File: src/rtl/lst_pkg.sv
package lst_pkg;
  localparam int unsigned PRE_W = 6;

  // Prescaler terminal value: step size minus one (step = 1, 4, 16 or 64).
  function automatic logic [PRE_W-1:0] pre_term(input logic x16, input logic x4);
    logic [PRE_W:0] step;
    step = (x16 ? 7'd16 : 7'd1) * (x4 ? 7'd4 : 7'd1);
    return PRE_W'(step - 7'd1);
  endfunction
endpackage

File: src/rtl/lst_stop_monitor.sv
module lst_stop_monitor #(
  parameter int unsigned LANES = 5
) (
  input  logic [LANES-1:0] lane_en,
  input  logic [LANES-1:0] stop_state,
  output logic             all_stop
);
  logic [LANES-1:0] lane_ok;

  for (genvar i = 0; i < LANES; i++) begin : g_lane
    assign lane_ok[i] = stop_state[i] | ~lane_en[i];
  end

  assign all_stop = &lane_ok;
endmodule

File: src/rtl/lst_prescaler.sv
module lst_prescaler
  import lst_pkg::*;
(
  input  logic clk,
  input  logic rst_n,
  input  logic load,
  input  logic adv,
  input  logic x16,
  input  logic x4,
  output logic tick
);
  logic [PRE_W-1:0] term_q;
  logic [PRE_W-1:0] cnt_q;

  assign tick = adv && (cnt_q == term_q);

  always_ff @(posedge clk or negedge rst_n) begin
    if (!rst_n) begin
      term_q <= '0;
      cnt_q  <= '0;
    end else if (load) begin
      term_q <= pre_term(x16, x4);
      cnt_q  <= '0;
    end else if (adv) begin
      cnt_q <= tick ? '0 : cnt_q + 1'b1;
    end
  end

  // the prescaler never runs past its terminal value
  a_r6_pre_in_range: assert property (@(posedge clk) disable iff (!rst_n)
    cnt_q <= term_q);
endmodule

File: src/rtl/lst_main_counter.sv
module lst_main_counter #(
  parameter int unsigned CNT_W = 13
) (
  input  logic             clk,
  input  logic             rst_n,
  input  logic             load,
  input  logic [CNT_W-1:0] load_val,
  input  logic             dec,
  output logic             last
);
  logic [CNT_W-1:0] cnt_q;

  assign last = dec && (cnt_q == CNT_W'(1));

  always_ff @(posedge clk or negedge rst_n) begin
    if (!rst_n)    cnt_q <= '0;
    else if (load) cnt_q <= load_val;
    else if (dec)  cnt_q <= cnt_q - 1'b1;
  end

  // a running count never decrements through zero
  a_r6_no_underflow: assert property (@(posedge clk) disable iff (!rst_n)
    dec |-> cnt_q != '0);
endmodule

File: src/rtl/lane_stop_timeout.sv
module lane_stop_timeout #(
  parameter int unsigned CNT_W = 13,
  parameter int unsigned LANES = 5
) (
  input  logic             clk,
  input  logic             rst_n,
  input  logic             sw_set,
  input  logic             sw_clr,
  input  logic [CNT_W-1:0] cnt_val,
  input  logic             scale_x16,
  input  logic             scale_x4,
  input  logic [LANES-1:0] lane_en,
  input  logic [LANES-1:0] stop_state,
  output logic             force_rx,
  output logic             force_bit,
  output logic             done_pulse
);
  logic force_q, run_q, done_q;
  logic all_stop;
  logic tmr_load, tmr_adv, pre_tick, main_last, expire;

  lst_stop_monitor #(.LANES(LANES)) u_mon (
    .lane_en(lane_en), .stop_state(stop_state), .all_stop(all_stop));

  assign tmr_load = force_q && all_stop && !run_q && !sw_clr;
  assign tmr_adv  = force_q && all_stop &&  run_q && !sw_clr;

  lst_prescaler u_pre (
    .clk(clk), .rst_n(rst_n), .load(tmr_load), .adv(tmr_adv),
    .x16(scale_x16), .x4(scale_x4), .tick(pre_tick));

  lst_main_counter #(.CNT_W(CNT_W)) u_main (
    .clk(clk), .rst_n(rst_n), .load(tmr_load), .load_val(cnt_val),
    .dec(pre_tick), .last(main_last));

  assign expire = (tmr_load && cnt_val == '0) || main_last;

  always_ff @(posedge clk or negedge rst_n) begin
    if (!rst_n) begin
      force_q <= 1'b0;
      run_q   <= 1'b0;
      done_q  <= 1'b0;
    end else begin
      done_q <= expire;
      if (sw_clr) begin
        force_q <= 1'b0;
        run_q   <= 1'b0;
      end else if (!force_q) begin
        force_q <= sw_set;
        run_q   <= 1'b0;
      end else if (!all_stop || expire) begin
        force_q <= !expire;
        run_q   <= 1'b0;
      end else begin
        run_q <= 1'b1;
      end
    end
  end

  assign force_rx   = force_q;
  assign force_bit  = force_q;
  assign done_pulse = done_q;

  // a clear always drops force and suppresses the done pulse
  a_r2_clear_wins: assert property (@(posedge clk) disable iff (!rst_n)
    sw_clr |=> !force_rx && !done_pulse);
  // a set from idle raises force next cycle
  a_r1_set_raises: assert property (@(posedge clk) disable iff (!rst_n)
    !force_rx && sw_set && !sw_clr |=> force_rx);
  // done only coincides with a fall of force
  a_r8_done_on_fall: assert property (@(posedge clk) disable iff (!rst_n)
    done_pulse |-> !force_rx && $past(force_rx));
  // done never lasts two cycles
  a_r8_single_pulse: assert property (@(posedge clk) disable iff (!rst_n)
    done_pulse |=> !done_pulse);
  // a lane leaving stop state cannot finish the timeout
  a_r5_reload_no_done: assert property (@(posedge clk) disable iff (!rst_n)
    force_rx && !all_stop |=> !done_pulse);
  // zero count finishes on the loading cycle
  a_r7_zero_immediate: assert property (@(posedge clk) disable iff (!rst_n)
    tmr_load && cnt_val == '0 |=> done_pulse && !force_rx);
endmodule

File: config.mk
export PLATFORM = sky130hd
export DESIGN_NAME = lane_stop_timeout
export DESIGN_NICKNAME = d
export VERILOG_FILES = /design/src/rtl/lst_pkg.sv /design/src/rtl/lst_stop_monitor.sv /design/src/rtl/lst_prescaler.sv /design/src/rtl/lst_main_counter.sv /design/src/rtl/lane_stop_timeout.sv
export SDC_FILE = /design/constraint.sdc
export NUM_CORES = 1
export LEC_CHECK = 0
export CORE_AREA = 2 2 69 71
export DETAILED_ROUTE_END_ITERATION = 7
export DIE_AREA = 0 0 71 73
export DONT_BUFFER_PORTS = 1
export PLACE_DENSITY = 0.45
export SYNTH_ARGS = -nofsm -noshare
export SYNTH_HDL_FRONTEND = slang
export SYNTH_SLANG_ARGS = --single-unit
File: constraint.sdc
create_clock -name clk -period 5 [get_ports clk]
set_input_delay 0.25 -clock clk [delete_from_list [all_inputs] [get_ports clk]]
set_output_delay 0.25 -clock clk [all_outputs]
set_load 0.05 [all_outputs]
Word level (Yosys, flattened, before mapping) --
Cells that the tools add are included. W data, S select, Z words.
Word-level totals: register bits after elaboration 28, bits of input ports 29, word-level logic and storage cells 53, output and inout bits 3
Operators by class: bitwise logic cells 10, multiply operators 1, mux-type cells 13, add/sub/neg operators 3, equal/unequal tests 2, reduce and logical (&&, ||, !) cells 18
Operators by type and width (number):
- $mux W13 | 2
- $mux W6 | 3
- $eq A13 B1 Y1 const B | 1
- $logic_not A13 Y1 | 1
- $sub A13 B1 Y13 const B | 1
- $logic_and A1 B1 Y1 | 8
- $mul A7 B7 Y6 | 1
- $add A6 B1 Y6 const B | 1
- $eq A6 B6 Y1 | 1
- $mux W1 | 6
- $sub A6 B1 Y6 const B | 1
- $mux W5 | 1
- $not A1 Y1 | 5
- $or A1 B1 Y1 | 5
- $reduce_and A5 Y1 | 1
- $logic_not A1 Y1 | 4
- $reduce_bool A2 Y1 | 2
- $mux W3 | 1
- $logic_or A1 B1 Y1 | 2

Logic depth before layout (Yosys ltp) --
Gate-level depths: netlist of run 1.
depth after elaboration 13, gate-level depth with buffers 8, mapped depth without buffers 6

Modules after synthesis --
A second synthesis of run 1 with hierarchy kept.
Unflattened totals: cell total of the unflattened synthesis 162, area, all modules 1574.0 µm²
By module, submodules not included:
- lst_main_counter | sequential area each 325.3 µm², cells each 79, area an instance 775.7 µm², times used 1
- lst_prescaler | sequential area each 250.2 µm², cells each 56, area an instance 556.8 µm², times used 1
- lane_stop_timeout | sequential area each 75.1 µm², cells each 19, area an instance 190.2 µm², times used 1
- lst_stop_monitor | sequential area each 0.0 µm², cells each 8, area an instance 51.3 µm², times used 1

Worst setup path before layout of run 1 --
No wires, ideal clock.
path type reg2reg, start register force_q (netlist: force_bit), end register u_main.cnt_q[11], path buffers 1, setup slack 2.641 ns, setup time 0.126 ns, clock period less this slack 2.359 ns, stages on the path, launching flop included 8, arrival time 2.233 ns, path through dfrtp_1 -> nand2b_1 -> a2111oi_2 -> nand2_1 -> clkbuf_1 -> nor4b_2 -> a21oi_1 -> a221o_1
Between the ends: cells in the longest elaborated chain, start to end 5, elaborated cells between the ends (all ways) 8, those cells by class mux (1); reduce/logical (7)
Ends and longest elaborated chain:
- start, declared | line lane_stop_timeout.sv:18 | logic force_q, run_q, done_q;
- start signal, assigned | line lane_stop_timeout.sv:49 | force_q <= sw_set;
- start signal, assigned | line lane_stop_timeout.sv:52 | force_q <= !expire;
- $logic_and A1 B1 Y1 * | line lane_stop_timeout.sv:25, lane_stop_timeout.sv:26
- $logic_and A1 B1 Y1 (2 in series) | line lane_stop_timeout.sv:26 | assign tmr_adv = force_q && all_stop && run_q && !sw_clr;
- $logic_and A1 B1 Y1 | line lst_prescaler.sv:15 | assign tick = adv && (cnt_q == term_q);
- $reduce_bool A2 Y1 (no line)
- end signal, assigned | line lst_main_counter.sv:17 | else if (load) cnt_q <= load_val;
- end signal, assigned | line lst_main_counter.sv:18 | else if (dec) cnt_q <= cnt_q - 1'b1;
- end, declared | line lst_main_counter.sv:11 | logic [CNT_W-1:0] cnt_q;
Mark *: on every way between the ends. The rest lies on a longest branch, timed or not. A chain may end at the register's enable or synchronous reset.

Worst setup path after layout of run 1 --
start register force_q (netlist: force_bit), end register u_main.cnt_q[4]
Same word-level chain as after synthesis.

==> metrics.yaml, run 1 <==
placed_design:
  port_buffers: 0
  routabilityCongestion: 0.797
  dpl.hpwl_mm: 2.41
  dp.cells: 209
clock_tree:
  cts_max_path_buffers: 2
  clk_pin_slew_ns: 0.09
  ctsHoldBuffers: 2
  cts_tree: "done"
  clock_sinks: 26
  clock-root-buffer: "clkbuf_8"
  post_cts_buffers: 0
  cts_resized: 0
  insertion_delay_ns: 0.27
  cts_htree_levels: 1
  cts_buffers: 3
floorplan:
  fp.dieH_um: 73
  die_w_um: 71
  dieArea_um2: 5180
  core-area_um2: 4540
  start_util_pct: 32.8
  std_cell_rows: 25
  io_pins: 32
power:
  power_density_nw_per_um2: 387
  power_uw: 633
  leakagePower_nw: 0.663
  ir_drop_mv: 0.181
critical_path:
  worstSetupPathType: "reg2reg"
  worstPathMaxFanout: 12
  r2r_slack_ns: 1.91
  critPathLaunchType: "register"
  cp.arrival_ns: 3.30
  crit_required_ns: 5.21
  worst_setup_path_end_kind: "register"
logic_synthesis:
  synth_seq_cells: 26
  ys_warn_count: 0
  seq_area_frac_synth_pct: 43.7
  async_reset_ff_share_pct: 100
  synth_ff_type: "dfrtp_1"
  yosysMostFrequentCell: "dfrtp_1"
  synth_cells: 160
  synth_area_um2: 1490
  synthTopCellsByArea: "dfrtp_1 (44%), nor2_1 (5.3%), nand2_1 (4.5%), ha_1 (3.4%), o21a_1 (2.5%)"
  synthTopCellsByCount: "dfrtp_1 (26), nor2_1 (21), nand2_1 (18)"
  postSynthAreaPerCell_um2: 9.31
  synth_cell_type_count: 39
  synth_area_leader_cell: "dfrtp_1"
  syn_nets: 193
  synth_edf_count: 0
  synth_top_area_share_pct: 43.7
final_layout:
  area_growth_pct: 9.75
  fin_cells: 215
  diodes: 0
  fillers: 462
  nNetsFinal: 195
  drive_gt1_share_pct: 9.32
routing:
  wl_per_cell_um: 15.0
  drt_wl_total_mm: 3.22
  via_count: 1162
  firstDrtPassIters: 4
  antenna_left: 0
  drt_iter0_drc: 67
  post_drt_via_cell_ratio: 5.40
  drc: 0
timing:
  rsz0062_at_grt: "no"
  fin_skew_ns: 0.00202
  clock.fmax_ghz: 0.324
  finalCritPeriodShare_pct: 61.7
  min_period_ns: 3.09
  finalHoldViolCount: 0
  timing.final.max_slew_violations: 0
  max-slew-margin-rel_pct: 37.2
  final.setup.tns_ns: 0
  max_slew.worst_pin.slew_ns: 0.942
  finalSetupViolCount: 0
grt:
  grt_usage_pct: 13.8
  antenna_found_initial: 0
  grt-ovfl-total: 0
  grt_start_max_net_pins: 27
  grt_pass1_vias: 1147
  grt_pass1_wl_mm: 5.58
hold_path:
  hp-class: "in2reg"
outcome:
  status: "completed"
run:
  max-cap-violations: 0
-- through the flow --
step	cell area (µm²)	setup slack (ns)	hold WS (ns)	utilization, %
2_1_floorplan	1490	2.64	-0.0456	-
3_3_place_gp	1530	2.00	-0.0446	33.8
3_5_place_dp	1530	1.88	-0.0444	33.8
5_1_grt	1630	1.61	0.0275	36.0
6_report	1630	1.91	0.0380	36.0
4_1_cts	1630	1.86	0.0320	36.0
-- metal layers --
layer	global-route usage, %	wire length (µm)	vias up
li1	-	-	584
met1	19.0	1530	541
met2	21.6	1440	35
met3	3.87	224	2
met4	3.14	25	0
met5	0	0	-
-- worst max-delay path, stage by stage, from the launching register on --
cell and delay [ns]:
dfrtp_1 0.95, nand2b_1 0.16, a2111oi_2 0.40, nand2_1 0.30, a21oi_1 0.81, o21a_1 0.22
o221a_2 0.17
-- cells in the final DEF, fill, tap and decap left out, types with 2 or more instances in the layout --
cell type	netlist	layout
dfrtp_1	26	26
nor2_1	21	21
nand2_1	18	18
nor3_1	6	6
nand3_1	6	6
o21ai_0	6	6
a21oi_1	5	5
o21a_1	5	5
inv_1	4	4
nand4_1	4	4
or3_1	4	4
xor2_1	4	4
ha_1	4	4
nand2b_1	3	3
nor2b_1	3	3
nor4_1	3	3
xnor2_1	3	3
o311ai_0	3	3
o211ai_1	3	3
clkbuf_8	0	3
or2_2	2	2
or4_1	2	2
and3_1	2	2
o221a_2	2	2
a31oi_1	2	2
a211oi_1	2	2
a221o_1	2	2
-- area by class of cell --
| class | count | area, µm² | share of cell area [%] |
|---|---|---|---|
| Multi-Input combinational cell | 125 | 800 | 48.9 |
| Sequential cell | 26 | 651 | 39.8 |
| Tap cell | 54 | 67.6 | 4.13 |
| Clock buffer | 3 | 41.3 | 2.53 |
| Clock inverter | 1 | 30.0 | 1.84 |
| Timing Repair Buffer | 2 | 30.0 | 1.84 |
| Inverter | 4 | 15.0 | 0.919 |
-- worst paths after layout --
kind	start	endpoint	depth (start not counted)
worst min register to register	u_pre.term_q[3]	u_pre.term_q[3]	2
worst max register to register	force_bit	u_main.cnt_q[4]	6
worst max-delay path	force_bit	u_main.cnt_q[4]	6
max in group asynchronous	rst_n	u_pre.cnt_q[1]	2
min in group asynchronous	rst_n	u_pre.cnt_q[2]	2
worst min-delay path	sw_clr	force_bit	1
-- kinds of logic after synthesis --
family          share of synthesized area, %
compound gates                          17.6
xor+xnor                                4.12
fa+ha+maj                               3.36
buf+inv                                 2.60
flops                                   43.7
mux                                    0.756
simple gates                            27.8
-- flip-flops by register name, indices dropped and copies added, names as in the netlist --
register / count
u_pre.term_q: 4
u_pre.cnt_q: 6
run_q: 1
done_pulse: 1
u_main.cnt_q: 13
force_bit: 1
-- power breakdown --
group          switching (mW)  leakage (nW)  total (mW)  internal, mW
Clock                  0.0662        0.0357       0.173         0.107
Combinational          0.0723         0.300       0.142        0.0701
Sequential             0.0578         0.327       0.317         0.260
No activity file was read; power rests on OpenSTA's default activity.
==> run 2: changes to the inputs <==
==> constraint.sdc (replaced) <==
create_clock -name clk -period 3.03 [get_ports clk]
set_input_delay 0.1515 -clock clk [delete_from_list [all_inputs] [get_ports clk]]
set_output_delay 0.1515 -clock clk [all_outputs]
set_load 0.05 [all_outputs]
==> run 2 against run 1 <==
Via count rose by 6.9%. Clock skew rose by 0.0073 ns. Cell count rose by 3.7%. Hold slack got worse by 0.018 ns. Critical path type unchanged.
==> metrics.yaml, run 2 (synthesis results as in run 1) <==
critical_path:
  worst_path_max_delay_cell: "or4_1"
  r2r-start: "u_pre.cnt_q[0]"
  worstSetupPathType: "reg2reg"
  r2r_slack_ns: 0.67  # -1.24 ns
  path_cells: "or3_1 > a22oi_4 > nand4_4 > or4_1 > o211ai_1 > o311ai_0"
  worst_setup_path_end_kind: "register"
  slowest_delay_ns: 0.66  # -0.29 ns
  ff2ff_path_depth: 6  # unchanged
  cp-startpoint: "u_pre.cnt_q[0]"
  r2r-end: "u_main.cnt_q[12]"
  critPathLaunchType: "register"
  crit_required_ns: 3.16  # -2.05 ns
  worstPathMaxFanout: 7  # -5
  cp.arrival_ns: 2.49  # -0.81 ns
  crit_end: "u_main.cnt_q[12]"
floorplan:
  io_pins: 32  # unchanged
  fp.dieH_um: 73  # unchanged
  die_w_um: 71  # unchanged
  dieArea_um2: 5180  # unchanged
  std_cell_rows: 25  # unchanged
  core-area_um2: 4540  # unchanged
  start_util_pct: 32.8  # unchanged
power:
  clkPwrFrac_pct: 27.2  # -0.2 points
  ir_drop_mv: 0.247  # +36%
  leakagePower_nw: 0.697  # +5.1%
  swShare_pct: 31.3  # +0.27 points
  p_comb_share_pct: 23.7  # +1.2 points
  power_mw: 1.06  # +67%
  netSwitchingPower_uw: 331  # +69%
  internal_power_uw: 727  # +66%
  p_seq_share_pct: 49.1  # -1.0 points
  power_density_nw_per_um2: 620  # +60%
final_layout:
  regMostFlops: "u_main.cnt_q"
  drive_gt1_share_pct: 10.7  # +1.3 points
  mostFrequentLayoutCells: "dfrtp_1 (26), nor2_1 (21), nand2_1 (18)"
  top_regs: "u_main.cnt_q (13), u_pre.cnt_q (6), u_pre.term_q (4)"
  area_growth_pct: 14.6
  layout.cells.most_common: "dfrtp_1"
  fillers: 453  # -1.9%
  largest_register_ffs: 13  # unchanged
  diodes: 0  # unchanged
  nNetsFinal: 203  # +4.1%
grt:
  grt_start_max_net_pins: 27  # unchanged
  grt_usage_pct: 13.7  # -0.078 points
  grt_pass1_wl_mm: 5.62  # +0.61%
  grt_pass1_vias: 1185  # +3.3%
  antenna_found_initial: 0  # unchanged
  grt-ovfl-total: 0  # unchanged
timing:
  final.setup.tns_ns: 0  # unchanged
  finalHoldViolCount: 0  # unchanged
  clock.fmax_ghz: 0.424  # +31%
  timing.final.max_slew_violations: 0  # unchanged
  finalCritPeriodShare_pct: 77.8  # +16 points
  rsz0062_at_grt: "no"
  min_period_ns: 2.36  # -0.729 ns
  fin_skew_ns: 0.00936  # +0.00734 ns
  finalSetupViolCount: 0  # unchanged
  max_slew.worst_pin.slew_ns: 0.607  # -0.335 ns
  max-slew-margin-rel_pct: 59.2  # +22 points
clock_tree:
  cts_max_path_buffers: 2  # unchanged
  clock-root-buffer: "clkbuf_8"
  cts_resized: 0  # unchanged
  clk_pin_slew_ns: 0.10  # about the same
  cts_tree: "done"
  insertion_delay_ns: 0.27  # about the same
  clock_sinks: 26  # unchanged
  post_cts_buffers: 0  # unchanged
  cts_buffers: 3  # unchanged
  cts_htree_levels: 1  # unchanged
routing:
  firstDrtPassIters: 4  # unchanged
  antenna_left: 0  # unchanged
  drc: 0  # unchanged
  via_count: 1242  # +6.9%
  drt_wl_total_mm: 3.33  # +3.4%
  post_drt_via_cell_ratio: 5.57  # +3.1%
  drt_iter0_drc: 87  # +30%
  wl_per_cell_um: 14.9  # -0.33%
outcome:
  status: "completed"
run:
  max-cap-violations: 0  # unchanged
placed_design:
  dpl.hpwl_mm: 2.53  # +5.0%
  routabilityCongestion: 0.776  # -2.6%
  port_buffers: 0  # unchanged
hold_path:
  hp-class: "in2reg"
[run 2: changes by cell type in the layout (fill, tap and decap cells not counted), sizes merged]
cell         before  now
dlygate4sd3       1    6
buf               1    4
[run 2: worst max-delay path: cells and delay by family (launching register included)]
family / cells / cell delay (ns)
AO/OA/AOI/OAI: 3 / 0.51
flip-flops: 1 / 0.47
AND/OR/NAND/NOR: 3 / 1.22
[run 2: layer usage]
| metal | vias to the layer above | track usage (%) | routed length, µm |
|---|---|---|---|
| met3 | 5 | 2.21 | 215 |
| met2 | 49 | 20.6 | 1470 |
| met4 | 0 | 3.77 | 34 |
| met1 | 590 | 20.4 | 1620 |
| met5 | - | 0 | 0 |
| li1 | 598 | - | - |
[run 2: layout make-up]
| class | count | area [µm²] | share of cell area (%) |
|---|---|---|---|
| clock buffers | 3 | 41.3 | 2.42 |
| clock inverters | 1 | 30.0 | 1.76 |
| inverters | 4 | 15.0 | 0.880 |
| multi-input cells | 125 | 800 | 46.8 |
| flip-flops and latches | 26 | 651 | 38.1 |
| well taps | 54 | 67.6 | 3.96 |
| repair buffers | 10 | 103 | 6.01 |
[run 2: metrics by stage]
step | instances | area [µm²] | hold WS, ns | setup slack [ns] | utilization [%]
after floorplan | 160 | 1490 | -0.144 | 0.671 | -
after global placement | 212 | 1560 | -0.143 | 0.705 | 34.3
after detailed placement | 212 | 1560 | -0.143 | 0.680 | 34.3
after CTS | 221 | 1690 | 0.000566 | 0.663 | 37.2
after global routing | 223 | 1710 | 0.00932 | 0.464 | 37.6
final | 223 | 1710 | 0.0198 | 0.672 | 37.6
[run 2: what timing repair did]
| action | CTS | global route |
|---|---|---|
| hold endpoints to repair | 29 | 1 |
| endpoints found under the setup margin | 0 | 0 |
| hold buffers | 5 | 2 |
[run 2: power groups by stage]
stage	logic [mW]	registers, mW	clock network (mW)
CTS	0.252	0.519	0.298
floorplan	0.198	0.504	0
global route	0.287	0.534	0.315
finish	0.251	0.519	0.288
global placement	0.231	0.524	0
detailed placement	0.235	0.527	0
[run 2: worst min-delay path by stage]
stage,slack [ns],end,depth (start not counted),from
finish,0.02,u_main.cnt_q[9],1,cnt_val[9]
global route,0.009,u_main.cnt_q[9],1,cnt_val[9]
CTS,0.0006,u_pre.term_q[4],2,scale_x4
detailed placement,-0.14,u_pre.cnt_q[3],0,rst_n
global placement,-0.14,u_pre.cnt_q[2],0,rst_n
floorplan,-0.14,done_pulse,0,rst_n
